File: config.mk
export PLATFORM = sky130hd
export DESIGN_NAME = be_lsu
export DESIGN_NICKNAME = d
export VERILOG_FILES = /design/src/rtl/lsu_pkg.sv /design/src/rtl/lsu_agen.sv /design/src/rtl/lsu_store_path.sv /design/src/rtl/lsu_load_path.sv /design/src/rtl/be_lsu.sv
export SDC_FILE = /design/constraint.sdc
export NUM_CORES = 1
export LEC_CHECK = 0
export BUFFER_PORTS_ARGS = -buffer_cell sky130_fd_sc_hd__buf_4
export CAP_MARGIN = 20
export CORE_MARGIN = 4
export CORE_UTILIZATION = 42
export DETAILED_ROUTE_END_ITERATION = 10
export HOLD_SLACK_MARGIN = 0.15
export PLACE_DENSITY = 0.83
export SLEW_MARGIN = 5
export SYNTH_ARGS = -nofsm -noshare
export SYNTH_HDL_FRONTEND = slang
export SYNTH_SLANG_ARGS = --single-unit
File: constraint.sdc
create_clock -name clk -period 2.45 [get_ports clk]
set_input_delay 0.1225 -clock clk [delete_from_list [all_inputs] [get_ports clk]]
set_output_delay 0.1225 -clock clk [all_outputs]
set_load 0.02 [all_outputs]
File: src/rtl/lsu_pkg.sv
package lsu_pkg;

    localparam int DATA_W = 32;
    localparam int LANE_W = 8;
    localparam int LANES  = DATA_W / LANE_W;
    localparam int LSB_W  = $clog2(LANES);

    typedef enum logic [1:0] {
        SZ_BYTE = 2'b00,
        SZ_HALF = 2'b01,
        SZ_WORD = 2'b10,
        SZ_WRSV = 2'b11
    } acc_size_e;

    typedef struct packed {
        logic             valid;
        logic             err;
        logic [LSB_W-1:0] lane;
        acc_size_e        size;
        logic             uns;
    } ld_track_t;

    function automatic logic size_misaligned(acc_size_e sz, logic [LSB_W-1:0] lo);
        case (sz)
            SZ_BYTE: return 1'b0;
            SZ_HALF: return lo[0];
            default: return lo != '0;
        endcase
    endfunction

    function automatic logic [LANES-1:0] lane_mask(acc_size_e sz, logic [LSB_W-1:0] lo);
        case (sz)
            SZ_BYTE: return LANES'(1 << (LANES - 1 - int'(lo)));
            SZ_HALF: return lo[1] ? LANES'(4'b0011) : LANES'(4'b1100);
            default: return '1;
        endcase
    endfunction

endpackage

File: src/rtl/lsu_agen.sv
module lsu_agen
    import lsu_pkg::*;
#(
    parameter int ADDR_W = 32,
    parameter int OFF_W  = 16
) (
    input  logic [ADDR_W-1:0] base_i,
    input  logic [OFF_W-1:0]  disp_i,
    input  acc_size_e         size_i,
    output logic [ADDR_W-1:0] word_addr_o,
    output logic [LSB_W-1:0]  lane_o,
    output logic              misaligned_o
);
    localparam int EXT_W = ADDR_W - OFF_W;

    logic [ADDR_W-1:0] disp_ext;
    logic [ADDR_W-1:0] byte_addr;

    assign disp_ext     = {{EXT_W{disp_i[OFF_W-1]}}, disp_i};
    assign byte_addr    = base_i + disp_ext;
    assign lane_o       = byte_addr[LSB_W-1:0];
    assign word_addr_o  = {byte_addr[ADDR_W-1:LSB_W], {LSB_W{1'b0}}};
    assign misaligned_o = size_misaligned(size_i, lane_o);

endmodule

File: src/rtl/lsu_store_path.sv
module lsu_store_path
    import lsu_pkg::*;
(
    input  logic              write_i,
    input  acc_size_e         size_i,
    input  logic [LSB_W-1:0]  lane_i,
    input  logic [DATA_W-1:0] src_i,
    output logic [LANES-1:0]  be_o,
    output logic [DATA_W-1:0] wdata_o
);
    assign be_o = write_i ? lane_mask(size_i, lane_i) : '0;

    for (genvar i = 0; i < LANES; i++) begin : g_lane
        localparam int HI = DATA_W - 1 - LANE_W * i;
        logic [LANE_W-1:0] half_pick;
        assign half_pick = (i % 2 == 0) ? src_i[2*LANE_W-1:LANE_W] : src_i[LANE_W-1:0];
        assign wdata_o[HI -: LANE_W] =
            (size_i == SZ_BYTE) ? src_i[LANE_W-1:0] :
            (size_i == SZ_HALF) ? half_pick :
                                  src_i[HI -: LANE_W];
    end

endmodule

File: src/rtl/lsu_load_path.sv
module lsu_load_path
    import lsu_pkg::*;
(
    input  ld_track_t         trk_i,
    input  logic [DATA_W-1:0] rdata_i,
    output logic [DATA_W-1:0] data_o
);
    logic [DATA_W-1:0]   shifted;
    logic [LANE_W-1:0]   byte_f;
    logic [2*LANE_W-1:0] half_f;

    assign shifted = rdata_i >> (LANE_W * (LANES - 1 - int'(trk_i.lane)));
    assign byte_f  = shifted[LANE_W-1:0];
    assign half_f  = trk_i.lane[1] ? rdata_i[2*LANE_W-1:0]
                                   : rdata_i[DATA_W-1:DATA_W-2*LANE_W];

    always_comb begin
        case (trk_i.size)
            SZ_BYTE: data_o = {{(DATA_W-LANE_W){byte_f[LANE_W-1] & ~trk_i.uns}}, byte_f};
            SZ_HALF: data_o = {{(DATA_W-2*LANE_W){half_f[2*LANE_W-1] & ~trk_i.uns}}, half_f};
            default: data_o = rdata_i;
        endcase
    end

endmodule

File: src/rtl/be_lsu.sv
module be_lsu
    import lsu_pkg::*;
#(
    parameter int ADDR_W = 32,
    parameter int OFF_W  = 16
) (
    input  logic              clk,
    input  logic              rst,
    input  logic              req_valid,
    input  logic              req_write,
    input  logic [1:0]        req_size,
    input  logic              req_unsigned,
    input  logic [ADDR_W-1:0] base_addr,
    input  logic [OFF_W-1:0]  offset,
    input  logic [DATA_W-1:0] store_data,
    output logic              mem_req,
    output logic              mem_we,
    output logic [ADDR_W-1:0] mem_addr,
    output logic [LANES-1:0]  mem_be,
    output logic [DATA_W-1:0] mem_wdata,
    input  logic [DATA_W-1:0] mem_rdata,
    output logic              load_valid,
    output logic [DATA_W-1:0] load_data,
    output logic              misalign_err
);
    acc_size_e        size_d;
    logic [LSB_W-1:0] lane_d;
    logic             bad_align;
    logic             go;
    ld_track_t        trk_q;
    ld_track_t        trk_d;

    assign size_d = acc_size_e'(req_size);

    lsu_agen #(.ADDR_W(ADDR_W), .OFF_W(OFF_W)) u_agen (
        .base_i       (base_addr),
        .disp_i       (offset),
        .size_i       (size_d),
        .word_addr_o  (mem_addr),
        .lane_o       (lane_d),
        .misaligned_o (bad_align)
    );

    assign go      = req_valid & ~bad_align;
    assign mem_req = go;
    assign mem_we  = go & req_write;

    lsu_store_path u_st (
        .write_i (mem_we),
        .size_i  (size_d),
        .lane_i  (lane_d),
        .src_i   (store_data),
        .be_o    (mem_be),
        .wdata_o (mem_wdata)
    );

    always_comb begin
        trk_d.valid = go & ~req_write;
        trk_d.err   = req_valid & bad_align;
        trk_d.lane  = lane_d;
        trk_d.size  = size_d;
        trk_d.uns   = req_unsigned;
    end

    always_ff @(posedge clk) begin
        if (rst) begin
            trk_q <= '{valid: 1'b0, err: 1'b0, lane: '0, size: SZ_WORD, uns: 1'b0};
        end else begin
            trk_q <= trk_d;
        end
    end

    lsu_load_path u_ld (
        .trk_i   (trk_q),
        .rdata_i (mem_rdata),
        .data_o  (load_data)
    );

    assign load_valid   = trk_q.valid;
    assign misalign_err = trk_q.err;

endmodule

Word level (Yosys, flattened, before mapping)
Cells that the tools add are included.

Output and inout port bits: 104. Flip-flop bits (word level): 7. Input port bits: 119.

Shift-type cells: 2. Reduce and logical (&&, ||, !) cells: 3. Bitwise operators: 9. Multiplexer cells: 11. $add $sub $neg: 3. Eq/ne operators: 2.

Operators by type and width (count): 32-bit case mux with 2 select lines (1); 8-bit two-way mux (5); 32-bit adder (1); 1-bit by 32-bit left shift with 4-bit output (first input constant) (1); 32-bit by 32-bit right shift with 8-bit output (1); 16-bit two-way mux (1); 4-bit two-way mux (2); 4-bit case mux with 2 select lines (1); 1-bit bitwise AND (6); 2-bit by 2-bit subtractor with 3-bit output (first input constant) (2); 2-bit by 1-bit == test with 1-bit output (second input constant) (2); 2-bit zero test (2); 1-bit NOT (3); 1-bit case mux with 2 select lines (1); 2-bit nonzero test (1).

Logic depth before layout (Yosys ltp)
Gate-level depths: netlist of run 1.

Depth in word-level cells: 7. Mapped depth: 10. Mapped depth without buffers: 10.

Modules after synthesis
From an unflattened synthesis of run 1, not the netlist that was laid out.

Cells, all modules: 432. Area, all modules: 3329.4 µm².

By module, submodules not included: lsu_agen (sequential area each 0.0 µm², cells an instance 247, area each 1775.5 µm², instances 1); lsu_load_path (sequential area each 0.0 µm², cells an instance 105, area each 818.3 µm², instances 1); lsu_store_path (sequential area each 0.0 µm², cells an instance 64, area each 514.2 µm², instances 1); be_lsu (sequential area each 140.1 µm², cells an instance 16, area each 221.5 µm², instances 1).

Worst setup path after synthesis of run 1
OpenSTA, ideal clock, no wires.

Kind: input -> output. Start: input port offset[0]. End: output port mem_addr[28]. Slack: -0.040 ns. Stages on the path: 9. Data required time: 2.328 ns. Path buffers: 0. Arrival: 2.368 ns. Cell sequence: ha_1 > inv_1 > fa_1 > nand2b_1 > a21oi_2 > o21ai_2 > o221ai_1 > a31o_2 > o311ai_0.

Word-level cells in the longest chain between the ends: 1.

Ends and longest elaborated chain: start, declared (line be_lsu.sv:14) `input logic [OFF_W-1:0] offset,`; 32-bit adder (line lsu_agen.sv:20) `assign byte_addr = base_i + disp_ext;`; end, declared (line be_lsu.sv:18) `output logic [ADDR_W-1:0] mem_addr,`.

No other way between the ends.

Worst setup path after layout of run 1
Start: input port offset[15]. End: output port mem_addr[28].

Same word-level chain as after synthesis.

==> out/qor.yml, run 1 <==
placement:
  place_ws_ns: 0.0525
  dp.cells: 750
  placed_cell_area_sq_um: 4780
  gp_congestion: 1.01
  io_buffers: 220
  dp_hpwl_mm: 11.0
power_and_ir_drop:
  clkPwrFrac_pct: 8.4
  finalPower_mw: 1.90
  swShare_pct: 49.4
  leakage_nw: 2.50
  combPwrFrac_pct: 84.7
  irDropWorstVdd_uv: 266
  seqPwrFrac_pct: 6.9
  cellInternalPower_mw: 0.964
  powerDensity_nw_per_um2: 383
  p_sw_mw: 0.940
finish:
  fin_area_sq_um: 4980
  syn_to_final_growth_pct: 63.4
  final_nets: 816
  seqCellArea_sq_um: 140
  fillers: 599
  multi_input_area_sq_um: 2790
  antenna_cells: 0
  drive_above_1_share_pct: 43.8
  instances_no_fill: 760
clocking:
  cts.sinks: 7
  clock_path_buffers: 2
  numCtsBuffers: 3
  root_buffer: "clkbuf_8"
  clkTransAtPathRegs_ns: 0.04
  cts_tree: "yes"
  h-tree-depth: 1
global_routing:
  overflow: 0
  antenna_found_initial: 0
  grtUsageTotal_pct: 28.2
  grt_pass1_wl_mm: 20.0
  grt_pass1_vias: 4097
  grt_max_degree: 29
logic_synthesis:
  syn_avg_cell_area_sq_um: 6.86
  ys_seq_area_share_pct: 4.60
  ys_types: 58
  synth_seq_cells: 7
  synth_fa_ha_area_share_pct: 13.4
  netlist_area_sq_um: 3050
  synth_top_family_by_area: "compound AO/OA/AOI/OAI gates"
  syn-instance-count: 444
  yosys_warnings: 0
  synth-edff-count: 0
  synthArstFlopShare_pct: 0
  synth_mux_area_share_pct: 11.5
  synth_ff_type: "dfxtp_1"
  synth-xor-area-share_pct: 8.34
  synthSimpleGateAreaFrac_pct: 22.6
  synth_compound_area_share_pct: 32.2
detailed_routing:
  drt-pass1-iter-count: 4
  post_drt_wl_per_cell_um: 17.4
  dr.first_iter.drc_count: 247
  ant_nets: 0
  routed_wl_mm: 13.3
  viasPerCell: 5.64
  vias: 4290
  drcViolationCount: 0
timing:
  fin_ws_ns: 0.0628
  fin_hold_ws_ns: 0.189
  fin_crit_ns: 2.39
  tightest_slew_ns: 0.685
  rsz0062_at_grt: "yes"
  slew_headroom_pct: 54.1
  hold_viol_final: 0
  min_period_over_period_pct: 97.4
  max_freq_ghz: 0.419
  setup_violations: 0
  drv_slew: 0
floorplan:
  core_area_sq_um: 6910
  num_rows: 30
  ios: 223
  start_util_pct: 44.1
  die_w_um: 93.2
  fp.dieArea_sq_um: 8680
  die_h_um: 93.2
critical_path:
  startpoint: "offset[15]"
  start_kind: "primary input"
  path_max_fanout: 17
  cp.arrival_ns: 2.26
  criticalPathCategory: "in2out"
  critical_path.endpoint_type: "primary output"
  required_ns: 2.33
  crit_path_end: "mem_addr[28]"
hold_path:
  min_path_cells: 2
  hold_class: "in2reg"
status:
  outcome: "complete, no violations"
run:
  maxCapViolations: 0
-- kinds of logic (layout without fill, tap and decap cells) --
family / after synthesis / after routing
AO/OA/AOI/OAI: 146 / 146
XOR/XNOR: 29 / 29
adder cells (fa/ha/maj): 32 / 32
buffers and inverters: 42 / 261
flip-flops: 7 / 7
multiplexers: 33 / 33
other: 1 / 2
AND/OR/NAND/NOR: 154 / 154
-- layout by cell type (no fill, tap or decap), drive strengths merged, types with 14 or more instances in the layout --
master	Yosys	layout
buf	15	239
nand2	81	81
a21oi	50	50
nor2	32	32
ha	31	31
o21ai	28	28
xnor2	21	21
mux2	17	17
mux2i	16	16
inv	14	14
-- routing by layer --
layer  vias up  global-route usage, %  part of all wire (%)
met5         -                      0                     0
li1       2055                      -                     -
met1      1985                   33.4                    38
met4         0                   7.57                   1.8
met3        20                   4.67                   9.2
met2       230                   52.1                    51
-- metrics by stage --
| stage | setup TNS [ns] | util [%] |
|---|---|---|
| finish | 0 | 72.1 |
| global placement | 0 | 69.3 |
| CTS | 0 | 70.5 |
| detailed placement | 0 | 69.3 |
| floorplan | 0 | - |
| global route | -0.107 | 72.1 |
-- synthesized netlist by cell type, types with 5 or more instances --
| cell type | n | area share [%] |
|---|---|---|
| a22o_1 | 7 | 2.0 |
| a22oi_1 | 7 | 1.7 |
| o211ai_1 | 6 | 1.5 |
| ha_1 | 31 | 13 |
| nand3_1 | 6 | 0.99 |
| a211oi_1 | 5 | 1.2 |
| dfxtp_1 | 7 | 4.6 |
| o21ai_0 | 26 | 4.3 |
| a21oi_1 | 46 | 7.6 |
| o22a_1 | 6 | 1.7 |
| nand4_1 | 6 | 1.2 |
| mux2_2 | 17 | 6.3 |
| nand2_1 | 79 | 9.7 |
| nor2b_1 | 6 | 1.2 |
| o21a_1 | 5 | 1.2 |
| mux2i_1 | 16 | 5.3 |
| xnor2_1 | 21 | 6.0 |
| nor2_1 | 31 | 3.8 |
| buf_4 | 10 | 2.5 |
| xor2_1 | 8 | 2.3 |
| clkbuf_1 | 13 | 1.6 |
| a21o_1 | 5 | 1.2 |
| o21bai_1 | 6 | 1.5 |
| nand2b_1 | 6 | 1.2 |
| inv_1 | 14 | 1.7 |
-- sequential cells by signal, summed over array words and instances, names as in the netlist --
| signal | cells |
|---|---|
| trk_q | 5 |
| load_valid | 1 |
| misalign_err | 1 |
-- worst min path at each step --
stage / to / start / slack [ns]
after global placement: load_valid / req_write / 0.31
after global routing: misalign_err / req_valid / 0.19
after floorplan: trk_q[4] / rst / 0.19
after detailed placement: load_valid / req_write / 0.31
final: misalign_err / req_valid / 0.19
after CTS: misalign_err / req_valid / 0.18
-- power groups by stage --
stage                     Sequential, mW  Clock (mW)  Combinational (mW)
after floorplan                    0.129           0               0.906
after global placement             0.133           0                1.53
after detailed placement           0.133           0                1.55
after CTS                          0.131       0.165                1.57
after global routing               0.133       0.172                1.73
final                              0.132       0.159                1.61
-- worst max-delay path: stages --
cell      delay (ns)
buf_4           0.24
ha_2            0.36
a21o_1          0.19
o21bai_1        0.18
a221o_1         0.34
a31o_2          0.26
o311ai_1        0.36
buf_4           0.21
-- final cells by class --
class / instances / share of cell area, %
clock buffer: 4 / 0.905
inverter: 14 / 1.06
multi-input combinational: 396 / 56.0
sequential: 7 / 2.82
tap: 96 / 2.41
timing repair buffer: 243 / 36.9
-- what timing repair did --
| action | 4_1_cts | 5_1_grt |
|---|---|---|
| resized for setup | 0 | 20 |
| setup endpoints to repair | 0 | 10 |
| setup buffers | 0 | 1 |
| hold buffers | 4 | 0 |
| endpoints found under the hold margin | 7 | 0 |
No activity file was read; power rests on OpenSTA's default activity.
==> run 2, diff against run 1 <==
--- a/config.mk
+++ b/config.mk
@@ -8,10 +8,12 @@
 export BUFFER_PORTS_ARGS = -buffer_cell sky130_fd_sc_hd__buf_4
 export CAP_MARGIN = 20
 export CORE_MARGIN = 4
-export CORE_UTILIZATION = 42
+export CORE_UTILIZATION = 43
+export CTS_BUF_LIST = sky130_fd_sc_hd__clkbuf_4
+export CTS_CLUSTER_SIZE = 14
 export DETAILED_ROUTE_END_ITERATION = 10
 export HOLD_SLACK_MARGIN = 0.15
-export PLACE_DENSITY = 0.83
+export PLACE_DENSITY = 0.84
 export SLEW_MARGIN = 5
 export SYNTH_ARGS = -nofsm -noshare
 export SYNTH_HDL_FRONTEND = slang
==> out/qor.yml, run 2 (synthesis results as in run 1) <==
status:
  outcome: "complete, no violations"  # unchanged
floorplan:
  die_h_um: 92.2  # was 93.2 um
  num_rows: 30  # unchanged
  ios: 223  # unchanged
  die_w_um: 92.2  # was 93.2 um
  start_util_pct: 44.6  # was 44.1%
  fp.dieArea_sq_um: 8500  # was 8680 sq um
  core_area_sq_um: 6830  # was 6910 sq um
clocking:
  root_buffer: "clkbuf_4"  # was clkbuf_8
  cts.sinks: 7  # unchanged
  clock_path_buffers: 2  # unchanged
  clkTransAtPathRegs_ns: 0.05  # was 0.04 ns
  h-tree-depth: 1  # unchanged
  cts_tree: "yes"  # unchanged
  numCtsBuffers: 3  # unchanged
finish:
  top_register: "trk_q"  # unchanged
  syn_to_final_growth_pct: 63.0  # was 63.4%
  drive_above_1_share_pct: 44.0  # was 43.8%
  final_nets: 814  # was 816
  fillers: 568  # was 599
  mostFrequentLayoutCells: "buf_4, nand2_1, a21oi_1"  # unchanged
  final_common_cell: "buf_4"  # unchanged
  largest_reg_flops: 5  # unchanged
  multi_input_area_sq_um: 2800  # was 2790 sq um
  seqCellArea_sq_um: 140  # unchanged
  antenna_cells: 0  # unchanged
critical_path:
  cpMostUsedCell: "buf_4"  # unchanged
  critical_path.endpoint_type: "primary output"  # unchanged
  cp_slowest_stage_delay_ns: 0.39  # was 0.36 ns
  path_cells: "buf_4, ha_1, a21oi_1, o21bai_1, a221o_1, a31o_2, o311ai_1, buf_4"  # was buf_4, ha_2, a21o_1, o21bai_1, a221o_1, a31o_2, o311ai_1, buf_4
  path_max_fanout: 6  # was 17
  cp_slowest_cell: "ha_1"  # was ha_2
  required_ns: 2.33  # about the same
  criticalPathCategory: "in2out"  # unchanged
  cp.arrival_ns: 2.26  # about the same
  start_kind: "primary input"  # unchanged
global_routing:
  grt_pass1_vias: 4038  # was 4097
  antenna_found_initial: 0  # unchanged
  overflow: 0  # unchanged
  grt_pass1_wl_mm: 19.9  # was 20.0 mm
  grt_max_degree: 29  # unchanged
  grtUsageTotal_pct: 28.2  # about the same
hold_path:
  hp-start: "req_valid"  # unchanged
  holdPathEnd: "misalign_err"  # unchanged
  hold_class: "in2reg"  # unchanged
  min_path_cells: 2  # unchanged
run:
  maxCapViolations: 0  # unchanged
detailed_routing:
  drcViolationCount: 0  # unchanged
  routed_wl_mm: 13.0  # was 13.3 mm
  viasPerCell: 5.70  # was 5.64
  drt-pass1-iter-count: 4  # unchanged
  post_drt_wl_per_cell_um: 17.2  # was 17.4 um
  vias: 4322  # was 4290
  ant_nets: 0  # unchanged
  dr.first_iter.drc_count: 230  # was 247
timing:
  min_period_over_period_pct: 97.1  # was 97.4%
  hold_viol_final: 0  # unchanged
  fin_hold_ws_ns: 0.162  # was 0.189 ns
  fin_ws_ns: 0.0708  # was 0.0628 ns
  drv_slew: 0  # unchanged
  slew_headroom_pct: 53.5  # was 54.1%
  tightest_slew_ns: 0.695  # was 0.685 ns
  setup_violations: 0  # unchanged
  max_freq_ghz: 0.420  # was 0.419 GHz
  fin_crit_ns: 2.38  # was 2.39 ns
power_and_ir_drop:
  leakage_nw: 2.48  # was 2.50 nW
  clkPwrFrac_pct: 6.1  # was 8.4%
  combPwrFrac_pct: 86.8  # was 84.7%
  seqPwrFrac_pct: 7.1  # was 6.9%
  swShare_pct: 50.2  # was 49.4%
  cellInternalPower_mw: 0.924  # was 0.964 mW
  irDropWorstVdd_uv: 328  # was 266 uV
  powerDensity_nw_per_um2: 373  # was 383 nW/um^2
  p_sw_mw: 0.931  # was 0.940 mW
placement:
  place_ws_ns: -0.000471  # was 0.0525 ns
  io_buffers: 220  # unchanged
  gp_congestion: 0.964  # was 1.01
  dp_hpwl_mm: 10.8  # was 11.0 mm
## run 2: final cells by class
type	count	area share, %
inverters	14	1.06
clock buffers	4	0.605
flip-flops and latches	7	2.82
well taps	96	2.42
repair buffers	241	36.7
multi-input cells	396	56.4
## run 2: power by group through the flow
stage	Sequential (mW)	Combinational, mW	Clock (mW)
final	0.131	1.61	0.113
after global routing	0.132	1.72	0.122
after CTS	0.131	1.56	0.119
after detailed placement	0.133	1.54	0
after global placement	0.133	1.52	0
after floorplan	0.129	0.906	0
## run 2: critical path: cells and delay by family
family | cells | cell delay, ns
compound gates | 5 | 1.41
fa+ha+maj | 1 | 0.39
buf+inv | 2 | 0.33
## run 2: worst max-delay path by stage
stage / end / slack, ns / from
2_1_floorplan: mem_addr[20] / 0.19 / offset[0]
5_1_grt: mem_addr[26] / -0.04 / offset[11]
3_3_place_gp: mem_addr[31] / 0.03 / offset[15]
4_1_cts: mem_addr[26] / 0.01 / offset[0]
3_5_place_dp: mem_addr[24] / -0.0005 / offset[0]
6_report: mem_addr[28] / 0.07 / offset[13]
## run 2: timing repair
action,in CTS,in global routing
endpoints found under the hold margin,7,0
buffers inserted,0,0
hold buffers,5,0
endpoints found under the setup margin,2,15
resized for setup,2,22
pin swaps,0,3
## run 2: stage by stage
stage	utilization [%]	TNS [ns]	total power [mW]	area, sq um	cells
2_1_floorplan	-	0	1.04	3050	445
3_3_place_gp	69.9	0	1.65	4780	749
3_5_place_dp	69.9	-0.000471	1.68	4780	749
4_1_cts	71.3	0	1.81	4870	758
5_1_grt	72.7	-0.0647	1.98	4970	758
6_report	72.7	0	1.85	4970	758
## run 2: layer usage
metal  vias up  share of wire, %  track usage, %
met5         -                 0               0
met3        39               9.3            6.32
met2       247                50            50.9
met4         0               2.3            9.41
li1       2046                 -               -
met1      1990                38            32.7
